$ cat src/rtl/csr_bridge_pkg.sv
package csr_bridge_pkg;
    localparam int REG_ADDR_W  = 21;
    localparam int REG_DATA_W  = 16;
    localparam int WIN_OFS_W   = 8;
    localparam int PAGE_W      = REG_ADDR_W - WIN_OFS_W;
    localparam logic [WIN_OFS_W-1:0] PAGE_SLOT = '1;

    typedef enum logic {
        PH_IDLE  = 1'b0,
        PH_ARMED = 1'b1
    } apb_phase_e;
endpackage

$ cat src/rtl/csr_apb_fsm.sv
module csr_apb_fsm
    import csr_bridge_pkg::*;
(
    input  logic clk,
    input  logic rst_n,
    input  logic psel,
    input  logic penable,
    output logic access_o
);
    apb_phase_e state_q, state_d;

    always_comb begin
        state_d = state_q;
        unique case (state_q)
            PH_IDLE:  if (psel && !penable) state_d = PH_ARMED;
            PH_ARMED: state_d = PH_IDLE;
            default:  state_d = PH_IDLE;
        endcase
    end

    always_ff @(posedge clk or negedge rst_n) begin
        if (!rst_n) state_q <= PH_IDLE;
        else        state_q <= state_d;
    end

    always_comb begin
        access_o = (state_q == PH_ARMED) && psel && penable;
    end

    assert_access_after_setup_R10: assert property (@(posedge clk) disable iff (!rst_n)
        access_o |-> $past(psel && !penable));

    assert_access_one_cycle_R8: assert property (@(posedge clk) disable iff (!rst_n)
        access_o |=> !access_o);
endmodule

$ cat src/rtl/csr_win_decode.sv
module csr_win_decode
    import csr_bridge_pkg::*;
#(
    parameter bit INDIRECT   = 1'b1,
    parameter int WORD_SHIFT = 2,
    parameter int PADDR_W    = 24
) (
    input  logic [PADDR_W-1:0]    paddr,
    input  logic [PAGE_W-1:0]     page_q,
    output logic [REG_ADDR_W-1:0] reg_addr,
    output logic                  in_range,
    output logic                  hit_page
);
    logic [PADDR_W-1:0] word_idx;
    assign word_idx = paddr >> WORD_SHIFT;

    generate
        if (INDIRECT) begin : g_paged
            logic [WIN_OFS_W-1:0] ofs;
            assign ofs      = word_idx[WIN_OFS_W-1:0];
            assign in_range = (word_idx >> WIN_OFS_W) == '0;
            assign hit_page = in_range && (ofs == PAGE_SLOT);
            assign reg_addr = {page_q, ofs};
        end else begin : g_linear
            logic unused_page;
            assign unused_page = ^page_q;
            assign in_range = (word_idx >> REG_ADDR_W) == '0;
            assign hit_page = 1'b0;
            assign reg_addr = REG_ADDR_W'(word_idx);
        end
    endgenerate
endmodule

$ cat src/rtl/csr_page_reg.sv
module csr_page_reg
    import csr_bridge_pkg::*;
(
    input  logic                  clk,
    input  logic                  rst_n,
    input  logic                  we,
    input  logic [REG_DATA_W-1:0] wdata,
    output logic [PAGE_W-1:0]     page_o
);
    logic unused_wbits;
    assign unused_wbits = ^wdata[REG_DATA_W-1:PAGE_W];

    always_ff @(posedge clk or negedge rst_n) begin
        if (!rst_n)  page_o <= '0;
        else if (we) page_o <= wdata[PAGE_W-1:0];
    end

    assert_page_hold_R3: assert property (@(posedge clk) disable iff (!rst_n)
        !we |=> $stable(page_o));

    assert_page_load_R1: assert property (@(posedge clk) disable iff (!rst_n)
        we |=> page_o == $past(wdata[PAGE_W-1:0]));
endmodule

$ cat src/rtl/csr_page_bridge.sv
module csr_page_bridge
    import csr_bridge_pkg::*;
#(
    parameter bit INDIRECT   = 1'b1,
    parameter int WORD_BYTES = 4,
    parameter int PADDR_W    = 24,
    localparam int DATA_W    = WORD_BYTES * 8,
    localparam int WORD_SHIFT = (WORD_BYTES == 4) ? 2 : 1
) (
    input  logic                  pclk,
    input  logic                  presetn,
    input  logic                  psel,
    input  logic                  penable,
    input  logic                  pwrite,
    input  logic [PADDR_W-1:0]    paddr,
    input  logic [DATA_W-1:0]     pwdata,
    output logic [DATA_W-1:0]     prdata,
    output logic                  pready,
    output logic                  pslverr,
    output logic [REG_ADDR_W-1:0] csr_addr,
    output logic                  csr_wr,
    output logic [REG_DATA_W-1:0] csr_wdata,
    input  logic [REG_DATA_W-1:0] csr_rdata
);
    logic              access;
    logic              in_range;
    logic              hit_page;
    logic [PAGE_W-1:0] page_q;
    logic [REG_DATA_W-1:0] rd_word;

    csr_apb_fsm u_fsm (
        .clk      (pclk),
        .rst_n    (presetn),
        .psel     (psel),
        .penable  (penable),
        .access_o (access)
    );

    csr_win_decode #(
        .INDIRECT   (INDIRECT),
        .WORD_SHIFT (WORD_SHIFT),
        .PADDR_W    (PADDR_W)
    ) u_dec (
        .paddr    (paddr),
        .page_q   (page_q),
        .reg_addr (csr_addr),
        .in_range (in_range),
        .hit_page (hit_page)
    );

    generate
        if (INDIRECT) begin : g_page
            csr_page_reg u_page (
                .clk    (pclk),
                .rst_n  (presetn),
                .we     (access && pwrite && hit_page),
                .wdata  (pwdata[REG_DATA_W-1:0]),
                .page_o (page_q)
            );
        end else begin : g_nopage
            assign page_q = '0;
        end

        if (DATA_W > REG_DATA_W) begin : g_wide
            logic unused_hi;
            assign unused_hi = ^pwdata[DATA_W-1:REG_DATA_W];
        end
    endgenerate

    always_comb begin
        rd_word   = hit_page ? REG_DATA_W'(page_q) : csr_rdata;
        csr_wdata = pwdata[REG_DATA_W-1:0];
        csr_wr    = access && pwrite && in_range && !hit_page;
        pslverr   = access && !in_range;
        pready    = 1'b1;
        prdata    = (access && !pwrite && in_range) ? DATA_W'(rd_word) : '0;
    end

    assert_err_no_strobe_R7: assert property (@(posedge pclk) disable iff (!presetn)
        pslverr |-> !csr_wr);

    assert_strobe_is_write_R8: assert property (@(posedge pclk) disable iff (!presetn)
        csr_wr |-> (psel && penable && pwrite));

    assert_strobe_one_cycle_R8: assert property (@(posedge pclk) disable iff (!presetn)
        csr_wr |=> !csr_wr);

    assert_rdata_idle_zero_R9: assert property (@(posedge pclk) disable iff (!presetn)
        !(psel && penable) |-> prdata == '0);
endmodule

$ cat config.mk
export PLATFORM = sky130hd
export DESIGN_NAME = csr_page_bridge
export DESIGN_NICKNAME = d
export VERILOG_FILES = /design/src/rtl/csr_bridge_pkg.sv /design/src/rtl/csr_apb_fsm.sv /design/src/rtl/csr_win_decode.sv /design/src/rtl/csr_page_reg.sv /design/src/rtl/csr_page_bridge.sv
export SDC_FILE = /design/constraint.sdc
export NUM_CORES = 1
export LEC_CHECK = 0
export BUFFER_PORTS_ARGS = -buffer_cell sky130_fd_sc_hd__buf_2
export CAP_MARGIN = 10
export CORE_MARGIN = 5
export CORE_UTILIZATION = 36
export DETAILED_ROUTE_END_ITERATION = 10
export PLACE_DENSITY = 0.95
export SETUP_SLACK_MARGIN = 0.1
export SYNTH_ARGS = -nofsm -noshare
export SYNTH_HDL_FRONTEND = slang
export SYNTH_HIERARCHICAL = 1
export SYNTH_SLANG_ARGS = --single-unit
$ cat constraint.sdc
create_clock -name pclk -period 4.13 [get_ports pclk]
set_input_delay 0.2065 -clock pclk [delete_from_list [all_inputs] [get_ports pclk]]
set_output_delay 0.2065 -clock pclk [all_outputs]
set_load 0.01 [all_outputs]
* After elaboration in Yosys (flattened, before gate mapping)
Cells that the tools add are included.
** Word-level totals
- Flip-flop bits (word level) :: 14
- Input bits :: 77
- Output and inout bits :: 72
** Operators by class
- Eq/ne operators :: 1
- Multiplexer cells :: 4
- Bitwise logic cells :: 1
- Reduce and logical (&&, ||, !) cells :: 16
** Operator list (number)
- $mux W16 :: 2
- $logic_not A24 Y1 :: 1
- $logic_and A1 B1 Y1 :: 11
- $eq A8 B8 Y1 const B :: 1
- $logic_not A1 Y1 :: 4
- $pmux W1 S2 :: 1
- $mux W1 :: 1
- $not A1 Y1 :: 1

* Depth between registers and ports, before layout
- Depth in word-level cells :: 5
- Depth in mapped cells :: 8
- Depth with buffers taken out :: 5

* Cells and area by module
Netlist, hierarchy kept.
** By module, submodules not included
- csr_page_bridge :: times used 1, cells an instance 72, area an instance 520.5 µm², seq. area each 0.0 µm²
- csr_page_reg :: times used 1, cells an instance 27, area an instance 520.5 µm², seq. area each 325.3 µm²
- csr_win_decode :: times used 1, cells an instance 30, area an instance 211.5 µm², seq. area each 0.0 µm²
- csr_apb_fsm :: times used 1, cells an instance 3, area an instance 43.8 µm², seq. area each 25.0 µm²

* Worst setup path after synthesis
Ideal clock, no wire load.
- Kind :: input port to flip-flop
- Start :: input port paddr[16]
- End :: register g_page.u_page.page_o[11]
- Setup time :: 0.125 ns
- Arrival :: 1.846 ns
- Required time :: 4.005 ns
- Setup slack :: 2.159 ns
- Stages on the path :: 8
- Path buffers :: 3
- Path through :: nor4_1 and4_1 and2_1 buf_4 buf_6 and3_1 buf_6 mux2_4
** On the way
- Word-level cells in the longest chain between the ends :: 3
** RTL lines
- start, declared :: RTL line csr_page_bridge.sv:15 : input logic [PADDR_W-1:0] paddr,
- $logic_not A24 Y1 :: RTL line csr_win_decode.sv:21 : assign in_range = (word_idx >> WIN_OFS_W) == '0;
- via in_range :: RTL line csr_page_bridge.sv:26 : logic in_range;
- $logic_and A1 B1 Y1 :: RTL line csr_win_decode.sv:22 : assign hit_page = in_range && (ofs == PAGE_SLOT);
- via hit_page :: RTL line csr_page_bridge.sv:27 : logic hit_page;
- $logic_and A1 B1 Y1 :: RTL line csr_page_bridge.sv:56 : .we (access && pwrite && hit_page),
- end signal, assigned :: RTL line csr_page_reg.sv:15 : else if (we) page_o <= wdata[PAGE_W-1:0];
- end, declared :: RTL line csr_page_reg.sv:8 : output logic [PAGE_W-1:0] page_o
The timed path passes the listed nets, and every way through them passes these cells.
A chain may end at the register's enable or synchronous reset.

* Worst setup path after layout
- Start :: input port paddr[23]
- End :: register g_page.u_page.page_o[12]
The elaborated chain is that of the path after synthesis.

==> metrics <==
outcome=complete, no violations; Clock H-tree levels=1; layout cell share with drive strength beyond 1=0.629; count of cell types in the netlist=20; skew final=0.00416 ns; drt pass-1 iters=4; Initial Utilization=0.379; synthesized flop and latch total=14; Layout Nets=280; Via density=approximately 4.3; CTS Buf Count=3; Final Cycle Share=0.572; Pleak=0.922 nW; CP Launch Type=input pin; CTS sink cnt=14; port bufs=107; Tmin final=approximately 2.4 ns; Boundary Pins=between 100 and 150; total gr overflow=0; Post-Synthesis Cell Area=roughly 1300 sq um; fin cells=248; peak fanout along the critical path=17; YS warnings=6; Slew Viols, Final=0; Slew HR=0.427; Fin. Hold Viols=0; RSZ-0062 raised after global routing=false; Synth Instances=132; Inserted Diodes=0; final wirelength=3350 microns; WP data required=4.29 ns; Residual DRC=0; gr usage total=0.130; switching fraction of total power=0.252; syn avg cell area=slightly below 10 sq um; routed via count=~1100; type of the worst setup path=in -> reg; max_cap viols=0; total die area=4900 sq um; Bufs on Longest Clock Path=2; initial antenna violation count=0; Comb power frac=0.208; part of the Yosys area used for sequential elements=0.270; synth-to-layout area growth=20.3%; die width=roughly 70 microns; Initial DRC Count=16; core area=between 3000 and 4000 sq um; final setup violation count=0; worst skew pair latency=0.27 ns; Final GP Congestion=slightly above 0.7; CTS tree=done; P_int=0.221 mW; count of hold-fix buffers inserted at cts=1; die height=70.0 microns; worst-margin pin slew=0.860 ns; pwr dens=about 190 nW/um^2; num rows=21; switching power total=between 0.07 and 0.08 mW; Post-Place Cells=243; element type at the critical path end=flop; Root Buffer=clkbuf_4; clock-pin transition on the worst setup and hold timing paths=about 0.08 ns; post-route ant nets=0; f_max=between 0.4 and 0.5 GHz; post-CTS setup buffers=0; Filler Cell Count=355; worst hold path type=in -> reg; arrival time at the worst endpoint=2.52 ns; via count of the first global-routing pass=1157; hold slack=0.0991 ns; Reg power frac=0.466; DPL Wire Length=2800 microns; Clock Power Share=0.326; largest net degree at the start of global routing=18; Final TNS setup=0 ns; first-pass GRT wire length=approximately 5300 microns; peak supply drop=0.145 mV; Avg WL per Cell=13.5 microns; Post-CTS Resized=0
power by group through the flow:
| stage | registers [mW] | clock network, mW | logic, mW |
|---|---|---|---|
| 5_1_grt | 0.138 | 0.110 | 0.0680 |
| 4_1_cts | 0.138 | 0.102 | 0.0619 |
| 3_3_place_gp | 0.141 | 0 | 0.0592 |
| 6_report | 0.138 | 0.0965 | 0.0615 |
| 2_1_floorplan | 0.141 | 0 | 0.0490 |
| 3_5_place_dp | 0.141 | 0 | 0.0610 |
cells in the final DEF (no fill, tap or decap), types with 2 or more instances in the layout:
cell type and n:
mux2_4 10, mux2_2 3, dfrtp_1 14, clkbuf_4 3, nand4_1 2, nor4_1 3
mux2i_1 13, and3_1 2, conb_1 17, nor2_1 15, and2_1 3, buf_2 107
final cells by class:
type	count	area [sq um]	share of cell area
well taps	46	57.6	0.0369
flip-flops and latches	14	350	0.225
repair buffers	109	553	0.355
clock buffers	4	36.3	0.0233
multi-input cells	75	562	0.360
per-layer routing:
layer	up-vias	global-route usage	part of all wire
li1	509	-	-
met2	53	0.251	0.55
met3	4	0.0287	0.078
met4	0	0.0340	0.013
met1	509	0.141	0.36
met5	-	0	0
worst max-delay path, stage by stage:
cell	delay (ns)
buf_2	0.10
nor4_1	0.28
and4_1	0.32
and2_1	0.15
buf_4	0.27
and3_1	0.78
mux2_2	0.41
logic make-up after synthesis:
logic type	synth area share
flops	0.270
other cells	0.00579
simple gates	0.142
mux	0.242
buf+inv	0.340
registers in the layout (all words and copies together), names as in the netlist:
name                  count
g_page.u_page/page_o     13
u_fsm/state_q             1
through the flow:
step	power [mW]	utilization	worst slack [ns]	area, sq um
floorplan	0.189	-	2.16	1350
global placement	0.200	0.443	1.49	1510
detailed placement	0.202	0.443	1.47	1510
CTS	0.302	0.456	1.78	1560
global route	0.316	0.456	1.68	1560
finish	0.296	0.456	1.77	1560
cells in the mapped netlist:
| cell type | number | area share |
|---|---|---|
| and2_1 | 3 | 0.014 |
| and3_1 | 2 | 0.0097 |
| and4_1 | 1 | 0.0068 |
| and4b_1 | 1 | 0.0077 |
| and4bb_2 | 1 | 0.0097 |
| buf_2 | 1 | 0.0039 |
| buf_4 | 55 | 0.32 |
| buf_6 | 2 | 0.017 |
| conb_1 | 2 | 0.0058 |
| dfrtp_1 | 14 | 0.27 |
| mux2_2 | 3 | 0.026 |
| mux2_4 | 10 | 0.12 |
| mux2i_1 | 13 | 0.10 |
| nand3b_1 | 1 | 0.0058 |
| nand4_1 | 2 | 0.0097 |
| nor2_1 | 15 | 0.043 |
| nor2b_1 | 1 | 0.0048 |
| nor3b_1 | 1 | 0.0058 |
| nor3b_2 | 1 | 0.0097 |
| nor4_1 | 3 | 0.014 |
worst paths after layout:
path,startpoint,endpoint,slack [ns],cells past startpoint
min in group asynchronous,presetn,g_page.u_page/page_o[7],0.36,2
max in group asynchronous,presetn,g_page.u_page/page_o[12],3.53,2
setup / recovery,paddr[23],g_page.u_page/page_o[12],1.77,7
hold reg to reg,u_fsm/state_q,u_fsm/state_q,0.45,1
setup reg to reg,u_fsm/state_q,g_page.u_page/page_o[12],2.25,3
hold / removal,penable,u_fsm/state_q,0.1,2
No activity file was read; power rests on OpenSTA's default activity.
